`config.mk`:
```
export PLATFORM = sky130hd
export DESIGN_NAME = mc_ctrl_fsm
export DESIGN_NICKNAME = d
export VERILOG_FILES = /design/src/rtl/mcc_pkg.sv /design/src/rtl/mcc_decode.sv /design/src/rtl/mcc_sequencer.sv /design/src/rtl/mcc_outmap.sv /design/src/rtl/mc_ctrl_fsm.sv
export SDC_FILE = /design/constraint.sdc
export NUM_CORES = 1
export LEC_CHECK = 0
export ABC_AREA = 1
export ABC_CLOCK_PERIOD_IN_PS = 2610
export BUFFER_PORTS_ARGS = -buffer_cell sky130_fd_sc_hd__buf_2
export CORE_AREA = 2 2 39 41
export CTS_CLUSTER_SIZE = 24
export DETAILED_ROUTE_END_ITERATION = 7
export DIE_AREA = 0 0 41 43
export PLACE_DENSITY = 0.59
export SYNTH_ARGS = -nofsm -noshare
export SYNTH_HDL_FRONTEND = slang
export SYNTH_SLANG_ARGS = --single-unit
```
`constraint.sdc`:
```
create_clock -name clk -period 2.61 [get_ports clk]
set_clock_uncertainty 0.05 [all_clocks]
set_input_delay 0.3915 -clock clk [delete_from_list [all_inputs] [get_ports clk]]
set_output_delay 0.3915 -clock clk [all_outputs]
set_load 0.05 [all_outputs]
```
`src/rtl/mcc_pkg.sv`:
```
package mcc_pkg;
  localparam int OP_W   = 6;
  localparam int STEP_W = 3;
  localparam int MAX_STEPS = 5;

  localparam logic [OP_W-1:0] OPC_ALU    = 6'd0;
  localparam logic [OP_W-1:0] OPC_JUMP   = 6'd2;
  localparam logic [OP_W-1:0] OPC_BRANCH = 6'd4;
  localparam logic [OP_W-1:0] OPC_LOAD   = 6'd35;
  localparam logic [OP_W-1:0] OPC_STORE  = 6'd43;

  localparam logic [1:0] ALUB_REG   = 2'b00;
  localparam logic [1:0] ALUB_FOUR  = 2'b01;
  localparam logic [1:0] ALUB_IMM   = 2'b10;
  localparam logic [1:0] ALUB_IMMSH = 2'b11;

  localparam logic [1:0] CLS_ADD  = 2'b00;
  localparam logic [1:0] CLS_SUB  = 2'b01;
  localparam logic [1:0] CLS_FUNC = 2'b10;

  localparam logic [1:0] PCS_ALU = 2'b00;
  localparam logic [1:0] PCS_OUT = 2'b01;
  localparam logic [1:0] PCS_JMP = 2'b10;

  typedef enum logic [3:0] {
    ST_FETCH, ST_DECODE, ST_ADDR, ST_LDMEM, ST_LDWB,
    ST_STMEM, ST_ALUEX, ST_ALUWB, ST_BRCMP, ST_JUMP
  } step_e;

  typedef enum logic [2:0] {
    K_LOAD, K_STORE, K_ALU, K_BRANCH, K_JUMP, K_NONE
  } kind_e;

  typedef struct packed {
    logic       pc_wr;
    logic       pc_wr_cond;
    logic       ir_wr;
    logic       mem_rd;
    logic       mem_wr;
    logic       addr_alu;
    logic       rf_wr;
    logic       rf_dst_rd;
    logic       rf_from_mem;
    logic       alu_a_reg;
    logic [1:0] alu_b;
    logic [1:0] alu_cls;
    logic [1:0] pc_src;
  } ctrl_t;

  function automatic kind_e classify(input logic [OP_W-1:0] op);
    case (op)
      OPC_LOAD:   return K_LOAD;
      OPC_STORE:  return K_STORE;
      OPC_ALU:    return K_ALU;
      OPC_BRANCH: return K_BRANCH;
      OPC_JUMP:   return K_JUMP;
      default:    return K_NONE;
    endcase
  endfunction

  function automatic logic pc_enable(input logic wr, input logic wr_cond,
                                     input logic zero);
    return wr | (wr_cond & zero);
  endfunction
endpackage

```
`src/rtl/mcc_decode.sv`:
```
module mcc_decode
  import mcc_pkg::*;
(
  input  logic [OP_W-1:0] opcode,
  output kind_e           kind
);
  assign kind = classify(opcode);
endmodule

```
`src/rtl/mcc_sequencer.sv`:
```
module mcc_sequencer
  import mcc_pkg::*;
(
  input  logic  clk,
  input  logic  rst_n,
  input  kind_e kind,
  output step_e state
);
  step_e nxt;
  logic [STEP_W-1:0] step_cnt;
  logic              ends_instr;

  always_comb begin
    nxt = ST_FETCH;
    case (state)
      ST_FETCH:  nxt = ST_DECODE;
      ST_DECODE: begin
        case (kind)
          K_LOAD, K_STORE: nxt = ST_ADDR;
          K_ALU:           nxt = ST_ALUEX;
          K_BRANCH:        nxt = ST_BRCMP;
          K_JUMP:          nxt = ST_JUMP;
          default:         nxt = ST_FETCH;
        endcase
      end
      ST_ADDR:   nxt = (kind == K_LOAD) ? ST_LDMEM : ST_STMEM;
      ST_LDMEM:  nxt = ST_LDWB;
      ST_ALUEX:  nxt = ST_ALUWB;
      default:   nxt = ST_FETCH;
    endcase
  end

  assign ends_instr = (nxt == ST_FETCH);

  always_ff @(posedge clk or negedge rst_n) begin
    if (!rst_n) begin
      state    <= ST_FETCH;
      step_cnt <= '0;
    end else begin
      state    <= nxt;
      step_cnt <= ends_instr ? '0 : step_cnt + 1'b1;
    end
  end


  fetch_to_decode_chk: assert property (@(posedge clk) disable iff (!rst_n)
    state == ST_FETCH |=> state == ST_DECODE);


  bad_op_chk: assert property (@(posedge clk) disable iff (!rst_n)
    (state == ST_DECODE && kind == K_NONE) |=> state == ST_FETCH);


  step_bound_chk: assert property (@(posedge clk) disable iff (!rst_n)
    step_cnt < STEP_W'(MAX_STEPS));
endmodule

```
`src/rtl/mcc_outmap.sv`:
```
module mcc_outmap
  import mcc_pkg::*;
(
  input  step_e state,
  output ctrl_t ctl
);
  always_comb begin
    ctl = '0;
    case (state)
      ST_FETCH: begin
        ctl.mem_rd = 1'b1;
        ctl.ir_wr  = 1'b1;
        ctl.alu_b  = ALUB_FOUR;
        ctl.pc_wr  = 1'b1;
        ctl.pc_src = PCS_ALU;
      end
      ST_DECODE: ctl.alu_b = ALUB_IMMSH;
      ST_ADDR: begin
        ctl.alu_a_reg = 1'b1;
        ctl.alu_b     = ALUB_IMM;
      end
      ST_LDMEM: begin
        ctl.mem_rd   = 1'b1;
        ctl.addr_alu = 1'b1;
      end
      ST_LDWB: begin
        ctl.rf_wr       = 1'b1;
        ctl.rf_from_mem = 1'b1;
      end
      ST_STMEM: begin
        ctl.mem_wr   = 1'b1;
        ctl.addr_alu = 1'b1;
      end
      ST_ALUEX: begin
        ctl.alu_a_reg = 1'b1;
        ctl.alu_b     = ALUB_REG;
        ctl.alu_cls   = CLS_FUNC;
      end
      ST_ALUWB: begin
        ctl.rf_wr     = 1'b1;
        ctl.rf_dst_rd = 1'b1;
      end
      ST_BRCMP: begin
        ctl.alu_a_reg  = 1'b1;
        ctl.alu_b      = ALUB_REG;
        ctl.alu_cls    = CLS_SUB;
        ctl.pc_wr_cond = 1'b1;
        ctl.pc_src     = PCS_OUT;
      end
      ST_JUMP: begin
        ctl.pc_wr  = 1'b1;
        ctl.pc_src = PCS_JMP;
      end
      default: ctl = '0;
    endcase
  end
endmodule

```
`src/rtl/mc_ctrl_fsm.sv`:
```
module mc_ctrl_fsm
  import mcc_pkg::*;
(
  input  logic            clk,
  input  logic            rst_n,
  input  logic [OP_W-1:0] opcode,
  input  logic            alu_zero,
  output logic            pc_wr,
  output logic            pc_wr_cond,
  output logic            pc_load,
  output logic            ir_wr,
  output logic            mem_rd,
  output logic            mem_wr,
  output logic            mem_addr_alu,
  output logic            rf_wr,
  output logic            rf_dst_rd,
  output logic            rf_from_mem,
  output logic            alu_a_reg,
  output logic [1:0]      alu_b_sel,
  output logic [1:0]      alu_cls,
  output logic [1:0]      pc_src
);
  kind_e kind;
  step_e state;
  ctrl_t ctl;

  mcc_decode u_dec (.opcode(opcode), .kind(kind));
  mcc_sequencer u_seq (.clk(clk), .rst_n(rst_n), .kind(kind), .state(state));
  mcc_outmap u_map (.state(state), .ctl(ctl));

  assign pc_wr        = ctl.pc_wr;
  assign pc_wr_cond   = ctl.pc_wr_cond;
  assign ir_wr        = ctl.ir_wr;
  assign mem_rd       = ctl.mem_rd;
  assign mem_wr       = ctl.mem_wr;
  assign mem_addr_alu = ctl.addr_alu;
  assign rf_wr        = ctl.rf_wr;
  assign rf_dst_rd    = ctl.rf_dst_rd;
  assign rf_from_mem  = ctl.rf_from_mem;
  assign alu_a_reg    = ctl.alu_a_reg;
  assign alu_b_sel    = ctl.alu_b;
  assign alu_cls      = ctl.alu_cls;
  assign pc_src       = ctl.pc_src;
  assign pc_load      = pc_enable(ctl.pc_wr, ctl.pc_wr_cond, alu_zero);


  rd_wr_excl_chk: assert property (@(posedge clk) disable iff (!rst_n)
    !(mem_rd && mem_wr));


  pc_load_zero_chk: assert property (@(posedge clk) disable iff (!rst_n)
    (pc_load && !pc_wr) |-> (pc_wr_cond && alu_zero));


  wb_ret_chk: assert property (@(posedge clk) disable iff (!rst_n)
    rf_wr |=> ir_wr);


  st_ret_chk: assert property (@(posedge clk) disable iff (!rst_n)
    mem_wr |=> ir_wr);


  jmp_ret_chk: assert property (@(posedge clk) disable iff (!rst_n)
    (pc_wr && pc_src == PCS_JMP) |=> ir_wr);


  br_ret_chk: assert property (@(posedge clk) disable iff (!rst_n)
    pc_wr_cond |=> ir_wr);
endmodule

```
==> results of run 1 <==
cell families after synthesis:
group           synth area share (%)
buf+inv                         19.2
simple gates                    49.5
flops                           25.6
compound gates                  5.75
final cells by class:
| cell class | instances | area [sq um] |
|---|---|---|
| multi-input combinational | 48 | 216 |
| sequential | 4 | 100 |
| inverter | 18 | 67.6 |
| timing repair buffer | 26 | 135 |
| tap | 16 | 20.0 |
| clock buffer | 3 | 22.5 |
| fill | 156 | 822 |
final timing paths:
check,start,to,slack [ns]
min in group asynchronous,rst_n,u_seq.state[3],0.44
hold / removal,opcode[2],u_seq.state[3],0.41
max in group asynchronous,rst_n,u_seq.state[0],1.96
hold reg to reg,u_seq.state[3],u_seq.state[0],0.68
setup reg to reg,u_seq.state[2],u_seq.state[0],1.47
setup / recovery,u_seq.state[2],mem_addr_alu,0.68
what timing repair did:
action	4_1_cts	5_1_grt
endpoints found under the setup margin	0	0
endpoints found under the hold margin	4	0
hold buffers	1	0
metal layers:
layer	GRT usage, %	vias to the layer above	part of all wire, %
met5	0	-	0
met4	6.00	0	0
met3	4.71	0	9.6
met2	20.9	23	49
met1	12.6	200	42
li1	-	271	-
worst register-to-register path, cell delays in order, from the launching register on:
cell,delay (ns)
dfrtp_1,0.38
nor2_1,0.19
inv_1,0.12
nor2_4,0.12
inv_1,0.08
o21bai_1,0.13
layout by cell type, fill, tap and decap left out, types with 2 or more instances in the layout:
master / count
a21oi_1: 2
nand2_1: 17
buf_2: 25
nand4_1: 2
nand3_1: 6
inv_1: 18
nor2_1: 15
clkbuf_4: 3
dfrtp_1: 4
stage by stage:
| step | utilization (%) | instance area, sq um | worst slack, ns | hold WS [ns] | std cells |
|---|---|---|---|---|---|
| final | 40.6 | 562 | 0.679 | 0.409 | 115 |
| after global routing | 40.6 | 562 | 0.538 | 0.415 | 115 |
| after CTS | 40.6 | 562 | 0.679 | 0.404 | 115 |
| after detailed placement | 38.2 | 529 | 0.937 | 0.149 | 111 |
| after global placement | 38.2 | 529 | 0.977 | 0.147 | 111 |
| after floorplan | - | 392 | 0.478 | 0.0459 | 71 |
power by group:
part | total, uW | switching, uW | internal [uW]
clock | 74.9 | 23.6 | 51.3
sequential | 83.3 | 10.7 | 72.6
combinational | 360 | 282 | 77.6
==> reports/qor.yml, run 1 <==
synth:
  yosysWarnings: 0
  synth_top_area_share_pct: 25.6
  synth-edff-count: 0
  syn-cell-area_sq_um: 392
  synth_cells: 71
  synth.most_common_cell: "inv_1"
  synth_commonest_cells: "inv_1, nand2_1, nor2_1, nand3_1, dfrtp_1"
  synthTopCellsByArea: "dfrtp_1, inv_1, nand2_1"
  ys_ff_latch: 4
  synth_top_cell_by_area: "dfrtp_1"
  synthesis.nets: 80
  syn_avg_cell_area_sq_um: 5.52
  ys_seq_area_share_pct: 25.6
  postSynth.asyncResetShare_pct: 100
  synthFlopType: "dfrtp_1"
  post_synth_num_cell_types: 14
critical_path:
  slowest_delay_ns: 0.38
  cpLargestDelayFamily: "buffers and inverters"
  worstPathArrival_ns: 1.49
  cp_data_required_time_ns: 2.17
  slowest_stage: "dfrtp_1"
  startpoint_type: "flip-flop"
  path_buf_inv: 3
  cp_num_cells: 6
  end_kind: "output pin"
  path_cells: "nor2_1 > inv_1 > nor2_1 > inv_1 > o21ai_0 > buf_2"
  worstPathMaxFanout: 3
  critical_path_class: "reg2out"
  r2r_cells: 5
finish:
  largest_reg_flops: 4
  drive_gt1_share_pct: 30.3
  antenna_cells: 0
  reg.largest.list: "u_seq.state x4"
  top_register: "u_seq.state"
  area_growth_syn_to_layout_pct: 43.5
  nNetsFinal: 110
floorplanning:
  initial_utilization_pct: 28.3
  fp.coreArea_sq_um: 1380
  die_area_sq_um: 1760
  die_h_um: 43
  ioPinCount: 26
  die_x_um: 41
  row_count: 14
placed_design:
  io_buffers: 25
  hpwl_um: 829
  gp_congestion: 0.728
timing:
  finalHoldViolCount: 0
  period_needed_ns: 1.93
  slew_headroom_pct: 83.4
  tightestPinTransition_ns: 0.250
  rsz0062_at_grt: "no"
  fin_tns_setup_ns: 0
  setup_violations: 0
  fin_crit_sh_pct: 74.0
  maxSlewViolCount: 0
  fmax_mhz: 518
global_routing:
  grt_pass1_wl_um: 1470
  groute.usage.overall_pct: 12.5
  antenna_found_initial: 0
  grt_start_max_net_pins: 7
  first_global_vias: 389
  overflow: 0
detailed_routing:
  vias: 494
  routed_wl_um: 977
  ant_nets: 0
  drtIter0Drc: 7
  wire_per_inst_um: 8.50
  vias_per_cell: 4.30
  drc: 0
  dr.pass1.iters: 4
clock_tree:
  cts_inserted_buffers: 3
  clk_latency_ns: 0.23
  cts_tree: "yes"
  cts_root_buf: "clkbuf_4"
  cts_setup_buffers: 0
  clkTransAtPathRegs_ns: 0.04
  cts.sinks: 4
  clockBufferDepth: 2
  cts-resized-gates: 0
  cts_htree_levels: 1
min_path:
  hold-path-cell-count: 3
  hold_path_class: "in2reg"
status:
  status: "completed"
power_and_ir_drop:
  leakage_uw: 0.000383
  ir_drop_v: 0.000278
  p_per_area_nw_per_um2: 922
  p_total_uw: 518
flow_run:
  cap_violations: 0
No activity file was read; power rests on OpenSTA's default activity.
==> run 2, diff against run 1 <==
- ABC_CLOCK_PERIOD_IN_PS: 2610 -> 1850
- clock period: 2.61 -> 1.85 ns (I/O delays scaled with it)
==> reports/qor.yml, run 2 (synthesis results as in run 1) <==
clock_tree:
  cts_root_buf: "clkbuf_4"
  clockBufferDepth: 2
  clk_latency_ns: 0.24
  cts.sinks: 4
  cts_tree: "yes"
  clkTransAtPathRegs_ns: 0.04
  cts_htree_levels: 1
  cts_setup_buffers: 0
  cts_inserted_buffers: 3
placed_design:
  gp_congestion: 0.719
  dpl_cell_area_sq_um: 529
  io_buffers: 25
  dpl_worst_slack_ns: 0.265
  hpwl_um: 797
finish:
  design_area_sq_um: 574
  layout_common_cells: "buf_2, inv_1, nand2_1, nor2_1, nand3_1"
  fillers: 169
  area_growth_syn_to_layout_pct: 46.6
  reg.largest.list: "u_seq.state x4"
  nNetsFinal: 110
  top_register: "u_seq.state"
  antenna_cells: 0
  mostFrequentLayoutCell: "buf_2"
  drive_gt1_share_pct: 32.3
  post-route-util_pct: 41.5
  largest_reg_flops: 4
detailed_routing:
  routed_wl_um: 981
  dr.pass1.iters: 4
  vias_per_cell: 4.45
  drc: 0
  ant_nets: 0
  drtIter0Drc: 9
  vias: 512
  wire_per_inst_um: 8.53
critical_path:
  worstPathMaxFanout: 4
  startpoint_type: "flip-flop"
  slowest_stage: "dfrtp_1"
  slowest_delay_ns: 0.40
  path_cells: "inv_1 > nand2_1 > nor2_4 > inv_1 > nand2_1 > buf_2"
  worstPathArrival_ns: 1.41
  critical_path_class: "reg2out"
  end_kind: "output pin"
  cp_data_required_time_ns: 1.52
global_routing:
  gr-usage-met3_pct: 3.14
  use_met1_pct: 14.9
  met2_usage_pct: 20.0
  busiest_layer: "met2"
  first_global_vias: 405
  groute.usage.overall_pct: 12.9
  antenna_found_initial: 0
  grt_pass1_wl_um: 1550
  overflow: 0
  grt_start_max_net_pins: 7
timing:
  fin_tns_setup_ns: 0
  finalHoldViolCount: 0
  slew_headroom_pct: 83.4
  setup_violations: 0
  fmax_mhz: 577
  period_needed_ns: 1.73
  tightestPinTransition_ns: 0.251
  rsz0062_at_grt: "no"
  whs_ns: 0.290
  maxSlewViolCount: 0
  fin_crit_sh_pct: 93.8
  worst_slack_ns: 0.115
min_path:
  hold_path_class: "in2reg"
floorplanning:
  row_count: 14
  ioPinCount: 26
  fp.coreArea_sq_um: 1380
  initial_utilization_pct: 28.3
  die_x_um: 41
  die_area_sq_um: 1760
  die_h_um: 43
power_and_ir_drop:
  leakage_uw: 0.000385
  ir_drop_v: 0.000422
  p_per_area_nw_per_um2: 1310
flow_run:
  cap_violations: 0
status:
  status: "completed"
run 2: worst paths after layout:
| check | from | to | slack, ns | depth (start not counted) |
|---|---|---|---|---|
| min | opcode[2] | u_seq.state[3] | 0.29 | 3 |
| min reg2reg | u_seq.state[3] | u_seq.state[0] | 0.69 | 4 |
| max | u_seq.state[1] | alu_b_sel[1] | 0.12 | 6 |
| max in group asynchronous | rst_n | u_seq.state[0] | 1.31 | 2 |
| min in group asynchronous | rst_n | u_seq.state[2] | 0.32 | 2 |
| max reg2reg | u_seq.state[1] | u_seq.state[0] | 0.73 | 5 |
run 2: area by class of cell:
type	count	area [sq um]	area share (%)
clock buffers	3	22.5	3.92
inverters	18	67.6	11.8
multi-input cells	48	221	38.6
flip-flops and latches	4	100	17.4
well taps	16	20.0	3.49
repair buffers	26	143	24.8
run 2: power breakdown:
group / leakage, uW / switching [uW] / internal, uW
logic: 0.000318 / 397 / 126
clock network: 0.0000138 / 37.5 / 72.7
registers: 0.0000534 / 16.1 / 102
total: 0.000385 / 451 / 301
run 2: what timing repair did:
item / 4_1_cts / 5_1_grt
hold buffers: 1 / 0
gates resized for setup: 0 / 7
hold endpoints to repair: 4 / 0
setup endpoints to repair: 0 / 4
run 2: critical path: cells and delay by family (launching register included):
kind          cells  cell delay, ns
buf+inv           3            0.41
flops             1            0.40
simple gates      3            0.35
run 2: routing by layer:
| metal | wire length, um | share of wire, % |
|---|---|---|
| met1 | 394 | 40 |
| met2 | 445 | 45 |
| met3 | 119 | 12 |
| met4 | 21 | 2.1 |
| met5 | 0 | 0 |
run 2: through the flow:
stage	power [uW]	instances
2_1_floorplan	519	71
3_3_place_gp	623	111
3_5_place_dp	624	111
4_1_cts	737	115
5_1_grt	810	115
6_report	751	115
==> run 3, diff against run 2 <==
- PLACE_DENSITY: 0.59 -> 0.71
- SYNTH_HIERARCHICAL: default -> 1
==> reports/qor.yml, run 3 <==
placed_design:
  gp_congestion: 0.732
  io_buffers: 25
  hpwl_um: 989
synth:
  synth_commonest_cells: "nand2_1, inv_1, nor2_1, inv_2, nor2_2"
  synthFlopType: "dfrtp_1"
  synth_cells: 101
  post_synth_num_cell_types: 16
  synthesis.nets: 110
  syn-cell-area_sq_um: 547
  ys_ff_latch: 4
  synth.most_common_cell: "nand2_1"
  synth-edff-count: 0
  postSynth.asyncResetShare_pct: 100
  syn_avg_cell_area_sq_um: 5.41
  yosysWarnings: 6
  synth_top_cell_by_area: "nand2_1"
  synth_top_area_share_pct: 19.9
  ys_seq_area_share_pct: 18.3
  synthTopCellsByArea: "nand2_1, dfrtp_1, inv_1"
critical_path:
  critical_path_class: "reg2out"
  worstPathMaxFanout: 8
  slowest_stage: "dfrtp_1"
  cpLargestDelayFamily: "flip-flops"
  cpMostUsedCell: "nand2_1"
  worstPathArrival_ns: 1.43
  path_cells: "nor2_4 > nand2_1 > clkinvlp_4 > nand2_1 > nand2_4 > clkbuf_4"
  cp_data_required_time_ns: 1.52
  path_buf_inv: 2
  startpoint_type: "flip-flop"
  slowest_delay_ns: 0.48
  end_kind: "output pin"
power_and_ir_drop:
  pwr-share-seq_pct: 16.0
  pwr-share-comb_pct: 72.9
  p_per_area_nw_per_um2: 1260
  p_sw_uw: 576
  pwr-share-clk_pct: 11.2
  p_int_uw: 345
  swShare_pct: 62.5
  leakage_uw: 0.000463
  ir_drop_v: 0.000521
finish:
  post-route-util_pct: 53.0
  multi_input_comb_area_sq_um: 349
  reg.largest.list: "u_seq/state x4"
  mostFrequentLayoutCell: "nand2_1"
  antenna_cells: 0
  nNetsFinal: 139
  largest_reg_flops: 4
  top_register: "u_seq/state"
  fillers: 148
  area_growth_syn_to_layout_pct: 34.1
  seq_area_sq_um: 103
  drive_gt1_share_pct: 42.2
  layout_common_cells: "nand2_1, buf_2, inv_1, nor2_1"
timing:
  tightestPinTransition_ns: 0.320
  rsz0062_at_grt: "no"
  setup_violations: 0
  finalHoldViolCount: 0
  maxSlewViolCount: 0
  whs_ns: 0.332
  fmax_mhz: 567
  slew_headroom_pct: 78.7
  period_needed_ns: 1.76
  fin_crit_sh_pct: 95.3
  fin_tns_setup_ns: 0
clock_tree:
  clockBufferDepth: 2
  cts_root_buf: "clkbuf_4"
  cts_tree: "yes"
  cts_htree_levels: 1
  cts_inserted_buffers: 3
  clkTransAtPathRegs_ns: 0.04
  clk_latency_ns: 0.23
  cts.sinks: 4
min_path:
  hold_path_class: "in2async"
global_routing:
  use_met1_pct: 14.1
  antenna_found_initial: 0
  grt_start_max_net_pins: 9
  met2_usage_pct: 25.3
  busiest_layer: "met2"
  overflow: 0
  first_global_vias: 516
  gr-usage-met3_pct: 4.71
  groute.usage.overall_pct: 14.0
  grt_pass1_wl_um: 1730
status:
  status: "completed"
floorplanning:
  initial_utilization_pct: 39.5
  die_h_um: 43
  die_area_sq_um: 1760
  die_x_um: 41
  row_count: 14
  ioPinCount: 26
  fp.coreArea_sq_um: 1380
flow_run:
  cap_violations: 0
detailed_routing:
  vias: 624
  wire_per_inst_um: 7.72
  routed_wl_um: 1110
  drc: 0
  ant_nets: 0
  dr.pass1.iters: 2
  vias_per_cell: 4.33
  drtIter0Drc: 5
run 3: changes by cell type in the layout (fill, tap and decap cells not counted), moves of 2 or more:
cell and delta:
nand2_2 +4, nand4_1 -2, buf_2 +2, dfrtp_1 -2
nor2_2 +3, inv_2 +6, nand2_1 +11, nor2_4 +3
nand3_2 +2, dfrtp_2 +2, buf_4 -2
run 3: per-layer routing:
metal / vias up / wire, um
met5: - / 0
met4: 0 / 0
met3: 0 / 65
met2: 17 / 559
met1: 260 / 487
li1: 347 / -
run 3: metrics by stage:
stage / instances / setup slack, ns / total power, uW / instance area [sq um]
floorplan: 101 / 0.0218 / 678 / 558
global placement: 140 / 0.240 / 797 / 688
detailed placement: 140 / 0.195 / 802 / 688
CTS: 144 / 0.00720 / 915 / 723
global route: 144 / 0.00414 / 1000 / 733
finish: 144 / 0.0876 / 921 / 733
run 3: area by class of cell:
class,count,area share [%]
timing repair buffer,26,18.8
clock buffer,3,3.07
multi-input combinational,69,47.6
inverter,26,13.8
tap,16,2.73
sequential,4,14.0
run 3: worst reg2reg max path, stage by stage, from the launching register on:
cell and delay [ns]:
dfrtp_1 0.48, inv_2 0.11, nand2_2 0.07, nor2_4 0.14
nand2_1 0.07, a21oi_1 0.13
run 3: cell families (layout without fill, tap and decap cells):
| family | count (synthesis) | in the layout | share of synthesized area, % |
|---|---|---|---|
| flip-flops | 4 | 4 | 18.3 |
| AND/OR/NAND/NOR | 65 | 65 | 57.4 |
| buffers and inverters | 28 | 55 | 20.6 |
| AO/OA/AOI/OAI | 4 | 4 | 3.66 |
run 3: path summary, 6_finish.rpt:
check	from	end	slack [ns]	cells after the start
worst max-delay path	u_seq/state[1]	pc_load	0.09	6
worst min-delay path	rst_n	u_seq/state[1]	0.33	2
worst max register to register	u_seq/state[1]	u_seq/state[0]	0.74	5
worst min register to register	u_seq/state[3]	u_seq/state[0]	0.64	3
max in group asynchronous	rst_n	u_seq/state[3]	1.28	2
min in group clk	opcode[2]	u_seq/state[2]	0.45	6
run 3: power groups by stage:
stage,sequential (uW),combinational [uW],clock [uW]
2_1_floorplan,133,544,0
3_3_place_gp,137,660,0
3_5_place_dp,139,663,0
4_1_cts,140,667,108
5_1_grt,151,730,120
6_report,147,671,103
run 3: what timing repair did:
| item | CTS | global route |
|---|---|---|
| hold buffers | 1 | 0 |
| gates cloned | 0 | 0 |
| pin swaps | 0 | 0 |
| buffers inserted | 0 | 0 |
| hold endpoints to repair | 4 | 0 |
| resized for setup | 1 | 4 |
| setup endpoints to repair | 1 | 1 |
